===== src/rtl/lp_guard_pkg.sv =====
package lp_guard_pkg;

  typedef enum logic [1:0] {
    CLS_OTHER  = 2'd0,
    CLS_INDJMP = 2'd1,
    CLS_AUIPC  = 2'd2,
    CLS_RSVD   = 2'd3
  } instClass_t;

  // control -> datapath strobes
  typedef struct packed {
    logic retire;   // instruction really retires
    logic doCheck;  // enforcement active and a pad is required now
  } guardStrobe_t;

endpackage


===== src/rtl/lp_guard_ctrl.sv =====
module lp_guard_ctrl
  import lp_guard_pkg::*;
#(
  parameter int REG_IDX_W = 5,
  parameter int LINK_A    = 1,
  parameter int LINK_B    = 5,
  parameter int GUARD_REG = 7
) (
  input  logic                 clk,
  input  logic                 rstN,
  input  logic                 instValid,
  input  logic                 instKill,
  input  logic                 lpEnable,
  input  instClass_t           instCls,
  input  logic [REG_IDX_W-1:0] rs1Idx,
  input  logic                 landFail,
  output guardStrobe_t         strobe,
  output logic                 lpExpected
);

  localparam logic [REG_IDX_W-1:0] LINK_A_IDX = REG_IDX_W'(LINK_A);
  localparam logic [REG_IDX_W-1:0] LINK_B_IDX = REG_IDX_W'(LINK_B);
  localparam logic [REG_IDX_W-1:0] GUARD_IDX  = REG_IDX_W'(GUARD_REG);

  logic expState;
  logic expNext;
  logic rs1Exempt;
  logic armReq;

  assign rs1Exempt = (rs1Idx == LINK_A_IDX) || (rs1Idx == LINK_B_IDX) ||
                     (rs1Idx == GUARD_IDX);
  assign armReq    = (instCls == CLS_INDJMP) && !rs1Exempt;

  assign strobe.retire  = instValid && !instKill;
  assign strobe.doCheck = strobe.retire && lpEnable && expState;

  always_comb begin
    expNext = expState;
    if (strobe.retire) begin
      if (!lpEnable)     expNext = 1'b0;
      else if (expState) expNext = landFail;
      else               expNext = armReq;
    end
  end

  always_ff @(posedge clk) begin
    if (!rstN) expState <= 1'b0;
    else       expState <= expNext;
  end

  assign lpExpected = expState;


  guard_noset_chk: assert property (@(posedge clk) disable iff (!rstN)
    (instValid && !instKill && !expState && instCls == CLS_INDJMP &&
     rs1Idx == GUARD_IDX) |=> !lpExpected);


  return_noset_chk: assert property (@(posedge clk) disable iff (!rstN)
    (instValid && !instKill && !expState && instCls == CLS_INDJMP &&
     (rs1Idx == LINK_A_IDX || rs1Idx == LINK_B_IDX)) |=> !lpExpected);


  hold_chk: assert property (@(posedge clk) disable iff (!rstN)
    !(instValid && !instKill) |=> (lpExpected == $past(lpExpected)));


  disabled_clear_chk: assert property (@(posedge clk) disable iff (!rstN)
    (instValid && !instKill && !lpEnable) |=> !lpExpected);

endmodule


===== src/rtl/lp_guard_dpath.sv =====
module lp_guard_dpath
  import lp_guard_pkg::*;
#(
  parameter int XLEN      = 32,
  parameter int REG_IDX_W = 5,
  parameter int LABEL_W   = 20,
  parameter int CAUSE_W   = 5,
  parameter int SW_CHECK_CAUSE = 18,
  parameter int LP_FAULT_CODE  = 2
) (
  input  logic                 clk,
  input  logic                 rstN,
  input  guardStrobe_t         strobe,
  input  instClass_t           instCls,
  input  logic [REG_IDX_W-1:0] rdIdx,
  input  logic [1:0]           instPcLo,
  input  logic [LABEL_W-1:0]   lpLabel,
  input  logic [LABEL_W-1:0]   x7Hi,
  output logic                 landFail,
  output logic                 faultPulse,
  output logic [CAUSE_W-1:0]   faultCause,
  output logic [XLEN-1:0]      faultTval
);

  localparam logic [CAUSE_W-1:0] CAUSE_VAL = CAUSE_W'(SW_CHECK_CAUSE);
  localparam logic [XLEN-1:0]    TVAL_VAL  = XLEN'(LP_FAULT_CODE);

  logic isLpad;
  logic misAligned;
  logic labelBad;
  logic faultNow;

  assign isLpad     = (instCls == CLS_AUIPC) && (rdIdx == '0);
  assign misAligned = |instPcLo;
  assign labelBad   = (lpLabel != '0) && (lpLabel != x7Hi);
  assign landFail   = !isLpad || misAligned || labelBad;
  assign faultNow   = strobe.doCheck && landFail;

  always_ff @(posedge clk) begin
    if (!rstN) begin
      faultPulse <= 1'b0;
      faultCause <= '0;
      faultTval  <= '0;
    end else begin
      faultPulse <= faultNow;
      faultCause <= faultNow ? CAUSE_VAL : '0;
      faultTval  <= faultNow ? TVAL_VAL  : '0;
    end
  end


  fault_code_chk: assert property (@(posedge clk) disable iff (!rstN)
    faultPulse |-> (faultCause == CAUSE_VAL && faultTval == TVAL_VAL));


  clean_pad_chk: assert property (@(posedge clk) disable iff (!rstN)
    (strobe.doCheck && instCls == CLS_AUIPC && rdIdx == '0 &&
     instPcLo == 2'b00 && lpLabel == '0) |=> !faultPulse);


  idle_nofault_chk: assert property (@(posedge clk) disable iff (!rstN)
    !strobe.retire |=> !faultPulse);

endmodule


===== src/rtl/lp_guard.sv =====
module lp_guard
  import lp_guard_pkg::*;
#(
  parameter int XLEN      = 32,
  parameter int REG_IDX_W = 5,
  parameter int LABEL_W   = 20,
  parameter int CAUSE_W   = 5
) (
  input  logic                 clk,
  input  logic                 rstN,
  input  logic                 instValid,
  input  logic                 instKill,
  input  logic [1:0]           instCls,
  input  logic [REG_IDX_W-1:0] rs1Idx,
  input  logic [REG_IDX_W-1:0] rdIdx,
  input  logic [1:0]           instPcLo,
  input  logic [LABEL_W-1:0]   lpLabel,
  input  logic [LABEL_W-1:0]   x7Hi,
  input  logic                 lpEnable,
  output logic                 lpExpected,
  output logic                 faultPulse,
  output logic [CAUSE_W-1:0]   faultCause,
  output logic [XLEN-1:0]      faultTval
);

  instClass_t   clsDec;
  guardStrobe_t strobe;
  logic         landFail;

  assign clsDec = instClass_t'(instCls);

  lp_guard_ctrl #(.REG_IDX_W(REG_IDX_W)) u_ctrl (
    .clk(clk), .rstN(rstN), .instValid(instValid), .instKill(instKill),
    .lpEnable(lpEnable), .instCls(clsDec), .rs1Idx(rs1Idx),
    .landFail(landFail), .strobe(strobe), .lpExpected(lpExpected)
  );

  lp_guard_dpath #(.XLEN(XLEN), .REG_IDX_W(REG_IDX_W), .LABEL_W(LABEL_W),
                   .CAUSE_W(CAUSE_W)) u_dpath (
    .clk(clk), .rstN(rstN), .strobe(strobe), .instCls(clsDec),
    .rdIdx(rdIdx), .instPcLo(instPcLo), .lpLabel(lpLabel), .x7Hi(x7Hi),
    .landFail(landFail), .faultPulse(faultPulse), .faultCause(faultCause),
    .faultTval(faultTval)
  );


  fault_keeps_state_chk: assert property (@(posedge clk) disable iff (!rstN)
    faultPulse |-> lpExpected);

endmodule


===== config.mk =====
export PLATFORM = sky130hd
export DESIGN_NAME = lp_guard
export DESIGN_NICKNAME = d
export VERILOG_FILES = /design/src/rtl/lp_guard_pkg.sv /design/src/rtl/lp_guard_ctrl.sv /design/src/rtl/lp_guard_dpath.sv /design/src/rtl/lp_guard.sv
export SDC_FILE = /design/constraint.sdc
export NUM_CORES = 1
export LEC_CHECK = 0
export BUFFER_PORTS_ARGS = -buffer_cell sky130_fd_sc_hd__buf_2
export CORE_UTILIZATION = 27
export DETAILED_ROUTE_END_ITERATION = 16
export GPL_TIMING_DRIVEN = 1
export HOLD_SLACK_MARGIN = 0.1
export PLACE_DENSITY_LB_ADDON = 0.1
export SYNTH_ARGS = -nofsm -noshare
export SYNTH_HDL_FRONTEND = slang
export SYNTH_SLANG_ARGS = --single-unit

===== constraint.sdc =====
create_clock -name clk -period 1.3 [get_ports clk]
set_clock_uncertainty 0.15 [all_clocks]
set_input_delay 0.13 -clock clk [delete_from_list [all_inputs] [get_ports clk]]
set_output_delay 0.13 -clock clk [all_outputs]
set_load 0.005 [all_outputs]

# Word level (Yosys, flattened, before mapping)

Index checks and enable logic that the tools add are counted.

Register bits: 39
Input port bits: 59

Equal/unequal tests: 6
Multiplexer cells: 4
Reduce and logical (&&, ||, !) cells: 17

Operators by type and width:

| cell                                                | number |
|---|---|
| != test 20 bit                                      | 1 |
| nonzero test 20 bit                                 | 1 |
| equality test 5 x 3 -> 1 bit, second input constant | 2 |
| logical AND 1 bit                                   | 7 |
| equality test 5 x 1 -> 1 bit, second input constant | 1 |
| zero test 5 bit                                     | 1 |
| two-way mux 5 bit                                   | 1 |
| logical OR 1 bit                                    | 4 |
| zero test 1 bit                                     | 3 |
| equality test 2 x 1 -> 1 bit, second input constant | 1 |
| equality test 2 bit, second input constant          | 1 |
| two-way mux 1 bit                                   | 2 |
| two-way mux 2 bit                                   | 1 |
| OR reduction 2 bit                                  | 1 |

# Depth between registers and ports, before layout

Gate-level depths: netlist (run 1).

Word-level depth: 7
Gate-level depth with buffers: 5
Depth with buffers taken out: 5

# Cells and area by module

A second synthesis (run 1) with hierarchy kept.

Cells, all modules: 91
Area, all modules: 693.2 um^2

Modules (own cells, without submodules):

| module         | times used | cells each | area each (um^2) | sequential area each (um^2) |
|---|---|---|---|---|
| lp_guard_dpath | 1          | 79         | 600.6            | 20.0 |
| lp_guard_ctrl  | 1          | 12         | 92.6             | 20.0 |

# Least setup slack after synthesis (run 1)

Ideal clock, no wire load.

Path type: in2reg
From: input port rdIdx[2]
To: register u_ctrl.expState (netlist: u_ctrl.lpExpected)
Setup time: 0.115 ns
Arrival time: 1.019 ns
Required time: 1.035 ns
Path slack: 0.016 ns
Stages on the path: 5
Buffers on the path: 0
Cells stage by stage: nor4_2 nand4b_1 o311ai_1 a21oi_1 o21a_1

Longest elaborated chain between the ends: 7

RTL lines:

| element                       | RTL line             | RTL |
|---|---|---|
| start, declared               | lp_guard.sv:15       | `input logic [REG_IDX_W-1:0] rdIdx,` |
| zero test 5 bit               | lp_guard_dpath.sv:33 | `assign isLpad = (instCls == CLS_AUIPC) && (rdIdx == '0);` |
| logical AND 1 bit             | lp_guard_dpath.sv:33 |  |
| zero test 1 bit               | lp_guard_dpath.sv:36 | `assign landFail = !isLpad \|\| misAligned \|\| labelBad;` |
| logical OR 1 bit (2 in a row) | lp_guard_dpath.sv:36 |  |
| two-way mux 1 bit             | lp_guard_ctrl.sv:41  | `else if (expState) expNext = landFail;` |
| two-way mux 1 bit             | lp_guard_ctrl.sv:40  | `if (!lpEnable) expNext = 1'b0;` |
| end signal, assigned          | lp_guard_ctrl.sv:48  | `else expState <= expNext;` |
| end, declared                 | lp_guard_ctrl.sv:25  | `logic expState;` |

Every way passes these cells.
A chain may end at the register's enable or synchronous reset.

# Worst setup path in the final report (run 1)

From: input port lpLabel[6]
To: register u_dpath.faultCause[1]

Longest elaborated chain between the ends: 5

RTL lines:

| element                                                      | RTL line             | RTL |
|---|---|---|
| start, declared                                              | lp_guard.sv:17       | `input logic [LABEL_W-1:0] lpLabel,` |
| != test 20 bit / nonzero test 20 bit (equally long branches) | lp_guard_dpath.sv:35 | `assign labelBad = (lpLabel != '0) && (lpLabel != x7Hi);` |
| logical AND 1 bit *                                          | lp_guard_dpath.sv:35 |  |
| logical OR 1 bit *                                           | lp_guard_dpath.sv:36 |  |
| logical AND 1 bit *                                          | lp_guard_dpath.sv:37 | `assign faultNow = strobe.doCheck && landFail;` |
| two-way mux 5 bit *                                          | lp_guard_dpath.sv:46 | `faultCause <= faultNow ? CAUSE_VAL : '0;` |
| end signal, assigned                                         | lp_guard_dpath.sv:46 |  |
| end, declared                                                | lp_guard_dpath.sv:21 | `output logic [CAUSE_W-1:0] faultCause,` |

Every way passes the cells marked *; elsewhere a longest branch is shown, timed or not.

==> qor.csv, run 1 <==
stage,metric,value,unit
power,vdd_drop_max,0.0002231,V
clocking,h-tree-depth,1,
worst_setup_path,crit_fanout,2,
global_route,grt_first_pass_wirelength,2622,um
worst_setup_path,arrival,1.20,ns
synthesis,yosysTopAreaCell,buf_4,
synthesis,synth.area.top_cells,"buf_4 41%, xnor2_1 26%, dfxtp_1 5.9%",
synthesis,synth_enable_flop_cells,0,
timing,hold_ws,0.1775,ns
final_layout,final_area,1052,um2
final_layout,register_area,40.04,um2
worst_setup_path,r2r_cells,3,
synthesis,yosysTopAreaCellShare,0.4111,
global_route,grt.overflow.total,0,
detailed_routing,first_iter_violations,4,
worst_setup_path,cp-start-kind,primary input,
worst_setup_path,cp.required,1.26,ns
power,p_leak,0.5351,nW
floorplanning,fp.dieH,52.03,um
clocking,clk_latency,0.23,ns
final_layout,syn2layout_area_growth,55.74,%
global_route,antenna_found_initial,0,
final_layout,nFillCells,263,
synthesis,ys_warn_count,0,
timing,slew_viol_final,0,
placement,place_congestion,0.6475,
run_status,status,"complete, no violations",
synthesis,syn_inst,88,
timing,rsz0062_at_grt,yes,
floorplanning,die_x,52.03,um
clocking,cts_made_buffers,3,
synthesis,synth_top_flop_cell,dfxtp_1,
timing,hold_viol_final,0,
timing,max_freq,0.8076,GHz
final_layout,nets,224,
hold_path,min_from,rs1Idx[0],
synthesis,syn_area,675.6,um2
clocking,cts_tree,yes,
detailed_routing,routed_wl,1728,um
worst_setup_path,timing.rr.start,u_ctrl.lpExpected,
hold_path,hp-class,primary input to flip-flop,
floorplanning,start_util,0.2969,
job,max_cap_viol_count,0,
hold_path,hold_depth,4,
synthesis,async_flop_share,0,
floorplanning,die-area,2707,um2
clocking,clockBufferDepth,2,
timing,post-route-period-util,0.9525,
power,p_per_area,432.1,nW/um2
detailed_routing,vias,780,
detailed_routing,via_per_inst,4.084,
final_layout,drive_gt1_frac,0.5153,
synthesis,synth_common_cells,"37 x buf_4, 20 x xnor2_1, 6 x nor4_1",
synthesis,ys_ff_latch,2,
global_route,grt_use_total,0.1319,
floorplanning,ios,98,
final_layout,multiInputGateArea,534.3,um2
detailed_routing,routedWlPerCell,9.047,um
placement,placed_area,947.2,um2
clocking,path_clk_slew,0.03,ns
clocking,cts.root.buffer_cell,clkbuf_4,
placement,dpl.hpwl,1544,um
synthesis,ys_seq_area_frac,0.05926,
clocking,cts_setup_buffers,0,
timing,setup_viol,0,
detailed_routing,drc,0,
floorplanning,coreArea,2276,um2
synthesis,synth.most_common_cell,buf_4,
timing,min_period,1.238,ns
worst_setup_path,critPathKind,primary input to flip-flop,
synthesis,avgSynthCellArea,7.678,um2
synthesis,synth_cell_type_count,18,
detailed_routing,antenna_left,0,
floorplanning,rows,17,
worst_setup_path,endpoint_kind,flip-flop,
detailed_routing,firstDrtPassIters,2,
global_route,first_global_vias,681,
placement,io_buffer_count,63,
clocking,cts.sink_count,2,
worst_setup_path,critPathLaunch,lpLabel[6],
global_route,grt_max_degree,5,
final_layout,diodes,0,
==> cells in the final DEF, fill, tap and decap left out <==
cell type and n:
nand3_1 1, buf_4 10, dfxtp_1 2, nand4_1 5, nor3_1 3, clkbuf_4 3
nor4_2 5, dlygate4sd3_1 3, xnor2_1 20, buf_2 63, o21a_1 1, and4b_1 1
nor2_1 1, nand2_1 2, nand2b_1 2, nand4b_1 1, a21oi_1 1, nor4_1 1
a22o_1 1, nand3_2 1, nor4_4 1, o311ai_2 1, conb_1 34
==> sequential cells by signal, indices dropped and copies added, names as in the netlist <==
| signal | flops |
|---|---|
| u_ctrl.lpExpected | 1 |
| u_dpath.faultCause | 1 |
==> kinds of logic (layout without fill, tap and decap cells) <==
family / after synthesis / after routing / share of synthesized area
flops: 2 / 2 / 0.05926
other cells: 1 / 34 / 0.005550
buf+inv: 37 / 79 / 0.4111
xor+xnor: 20 / 20 / 0.2593
compound gates: 4 / 4 / 0.04445
simple gates: 24 / 24 / 0.2204
==> final timing paths <==
| check | to | slack [ns] |
|---|---|---|
| setup / recovery | u_dpath.faultCause[1] | 0.06 |
| hold / removal | u_ctrl.lpExpected | 0.18 |
| setup reg to reg | u_ctrl.lpExpected | 0.19 |
| hold reg to reg | u_dpath.faultCause[1] | 0.53 |
==> layer usage <==
metal  up-vias  part of all wire  GRT usage
met5         -                 0          0
met4         0             0.011    0.06757
met3         2              0.13    0.03801
met2        58              0.52     0.2393
met1       337              0.34     0.1347
li1        383                 -          -
==> timing repair <==
| item | in CTS | in global routing |
|---|---|---|
| pin swaps | 1 | 3 |
| endpoints found under the setup margin | 2 | 2 |
| hold endpoints to repair | 2 | 0 |
| resized for setup | 2 | 6 |
| hold buffers | 3 | 0 |
==> through the flow <==
step,TNS (ns),total power [mW],setup WS (ns),utilization,cells
4_1_cts,0,0.4533,0.002938,0.4448,191
2_1_floorplan,0,0.2324,0.01629,-,121
3_3_place_gp,-0.4595,0.2937,-0.2331,0.4162,185
5_1_grt,-0.008020,0.5036,-0.008020,0.4623,191
3_5_place_dp,-0.4769,0.2966,-0.2413,0.4162,185
6_report,0,0.4546,0.06178,0.4623,191
==> cell type report <==
cell class / instances / area share
sequential: 2 / 0.03805
tap: 28 / 0.03329
clock buffer: 3 / 0.02140
multi-input combinational: 82 / 0.5077
timing repair buffer: 76 / 0.3995
==> worst max-delay path, stage by stage <==
cell and delay [ns]:
buf_2 0.12, nor4_2 0.29, nand3_2 0.12, o311ai_2 0.26, a21oi_1 0.09, and4b_1 0.18
==> power breakdown <==
| part | leakage (nW) | switching, mW | internal (mW) |
|---|---|---|---|
| Sequential | 0.0162 | 0.00124 | 0.0630 |
| Clock | 0.0138 | 0.0379 | 0.102 |
| Combinational | 0.505 | 0.109 | 0.142 |
No activity file was read; power rests on OpenSTA's default activity.
==> run 2, diff against run 1 <==
--- a/config.mk
+++ b/config.mk
@@ -11,6 +11,8 @@
 export GPL_TIMING_DRIVEN = 1
 export HOLD_SLACK_MARGIN = 0.1
 export PLACE_DENSITY_LB_ADDON = 0.1
+export RECOVER_POWER = 50
 export SYNTH_ARGS = -nofsm -noshare
 export SYNTH_HDL_FRONTEND = slang
+export SYNTH_HIERARCHICAL = 1
 export SYNTH_SLANG_ARGS = --single-unit
==> qor.csv, run 2 <==
stage,metric,value,unit
run_status,status,finished with violations,
run_status,violations,negative setup slack,
synthesis,synth_top_flop_cell,dfxtp_1,
floorplanning,coreArea,2318,um2
timing,min_period,1.382,ns
job,max_cap_viol_count,0,
global_route,grt_max_degree,5,
power,pwr-share-seq,0.144,
placement,placed_area,912.1,um2
global_route,grt_use_total,0.1249,
timing,setup-tns-final,-0.08227,ns
floorplanning,die-area,2774,um2
synthesis,synth_enable_flop_cells,0,
power,p_switching,0.1433,mW
final_layout,nets,222,
synthesis,avgSynthCellArea,7.617,um2
clocking,h-tree-depth,1,
power,swShare,0.3265,
detailed_routing,antenna_left,0,
floorplanning,die_x,52.67,um
detailed_routing,firstDrtPassIters,4,
floorplanning,start_util,0.2990,
worst_setup_path,crit_fanout,2,
hold_path,hp-class,primary input to flip-flop,
global_route,antenna_found_initial,0,
final_layout,instances_no_fill,189,
worst_setup_path,cp.required,1.25,ns
clocking,cts_setup_buffers,0,
detailed_routing,routed_wl,1782,um
detailed_routing,first_iter_violations,1,
timing,max_freq,0.7234,GHz
power,p_per_area,424.8,nW/um2
placement,io_buffer_count,63,
synthesis,yosysTopAreaCell,buf_4,
synthesis,synth.area.top_cells,"buf_4 40%, xor2_1 15%, xnor2_1 10%",
clocking,cts.sink_count,2,
placement,dpl.hpwl,1543,um
placement,place_congestion,0.7576,
clocking,clockBufferDepth,2,
clocking,cts.root.buffer_cell,clkbuf_4,
clocking,path_clk_slew,0.03,ns
floorplanning,fp.dieH,52.67,um
worst_setup_path,critPathKind,primary input to flip-flop,
global_route,grt_first_pass_wirelength,2580,um
placement,dp.cells,181,
worst_setup_path,cp-start-kind,primary input,
power,pwr-share-clk,0.319,
synthesis,ys_seq_area_frac,0.05776,
clocking,clk_latency,0.22,ns
timing,rsz0062_at_grt,yes,
power,pwr-share-comb,0.538,
detailed_routing,routedWlPerCell,9.429,um
detailed_routing,via_per_inst,4.058,
synthesis,syn_area,693.2,um2
final_layout,drive_gt1_frac,0.4596,
final_layout,diodes,0,
final_layout,layout_common_cells,"56 x buf_2, 34 x conb_1, 12 x xor2_1",
global_route,grt.overflow.total,0,
final_layout,nFillCells,251,
synthesis,yosysTopAreaCellShare,0.4007,
timing,hold_viol_final,0,
clocking,cts_made_buffers,3,
final_layout,final_common_cell,buf_2,
timing,slew_viol_final,0,
synthesis,ys_ff_latch,2,
synthesis,ys_warn_count,6,
clocking,cts_tree,yes,
synthesis,syn_inst,91,
final_layout,final_area,1033,um2
final_layout,syn2layout_area_growth,49.10,%
synthesis,synth_cell_type_count,20,
power,p_leak,0.5591,nW
worst_setup_path,arrival,1.33,ns
floorplanning,ios,98,
floorplanning,rows,17,
timing,post-route-period-util,1.063,
detailed_routing,vias,767,
global_route,first_global_vias,678,
timing,setup_viol,1,
synthesis,synth_common_cells,"37 x buf_4, 12 x xor2_1, 10 x nor4_1",
synthesis,async_flop_share,0,
power,p_int,0.2957,mW
power,vdd_drop_max,0.0004075,V
synthesis,synth.most_common_cell,buf_4,
detailed_routing,drc,0,
worst_setup_path,endpoint_kind,flip-flop,
timing,setup_ws,-0.08227,ns
run 2: changes by cell type after synthesis, sizes merged, moves of 3 or more:
cell,delta
nand2,+3
nor3,-3
xor2,+12
nor4,+3
xnor2,-12
nand4,-3
run 2: repair_timing:
action | in CTS | in global routing
resized for setup | 6 | 2
pin swaps | 3 | 0
setup endpoints to repair | 1 | 2
hold endpoints to repair | 2 | 0
hold buffers | 5 | 0
run 2: path summary, 6_finish.rpt:
check	start	cells past startpoint	end	slack (ns)
hold reg to reg	u_ctrl/lpExpected	3	u_ctrl/lpExpected	0.42
hold / removal	rs1Idx[3]	3	u_ctrl/lpExpected	0.13
setup / recovery	lpLabel[12]	9	u_ctrl/lpExpected	-0.08
setup reg to reg	u_ctrl/lpExpected	3	u_ctrl/lpExpected	0.35
run 2: area by class of cell:
| type | count | area, um2 | area share |
|---|---|---|---|
| well taps | 28 | 35.03 | 0.03390 |
| repair buffers | 71 | 424.2 | 0.4104 |
| multi-input cells | 85 | 511.7 | 0.4952 |
| flip-flops and latches | 2 | 40.04 | 0.03874 |
| clock buffers | 3 | 22.52 | 0.02179 |
run 2: cell families (layout without fill, tap and decap cells):
| family | after synthesis | count (layout) | synth area share |
|---|---|---|---|
| buf+inv | 37 | 74 | 0.4007 |
| simple gates | 27 | 27 | 0.2347 |
| xor+xnor | 20 | 20 | 0.2527 |
| compound gates | 4 | 4 | 0.04873 |
| flops | 2 | 2 | 0.05776 |
| other cells | 1 | 34 | 0.005410 |
run 2: critical path, cell delays in order:
cell and delay [ns]:
buf_2 0.11, xor2_1 0.15, nor4_2 0.29, nand3_1 0.12, o31ai_2 0.22, nand2_1 0.08, nand2_1 0.06, a21o_2 0.11
o31ai_1 0.05
run 2: routing by layer:
metal  wire length, um  track usage  part of all wire
met5                 0            0                 0
met4                15      0.03947            0.0084
met3               131      0.03478             0.074
met2               950       0.2342              0.53
met1               685       0.1318              0.38
run 2: power by group through the flow:
stage               registers, mW  logic, mW  clock network (mW)
floorplan                  0.0639      0.159                   0
global placement           0.0640      0.205                   0
detailed placement         0.0639      0.206                   0
CTS                        0.0631      0.230               0.149
global route               0.0632      0.263               0.158
finish                     0.0631      0.236               0.140
run 2: through the flow:
| stage | total power, mW | hold slack, ns | util | setup WS (ns) |
|---|---|---|---|---|
| final | 0.4390 | 0.1283 | 0.4458 | -0.08227 |
| after global routing | 0.4838 | 0.1266 | 0.4458 | -0.2237 |
| after CTS | 0.4416 | 0.1222 | 0.4409 | -0.1150 |
| after detailed placement | 0.2697 | 0.2484 | 0.3934 | -0.3618 |
| after global placement | 0.2686 | 0.2549 | 0.3934 | -0.3756 |
| after floorplan | 0.2229 | 0.1028 | - | -0.09426 |
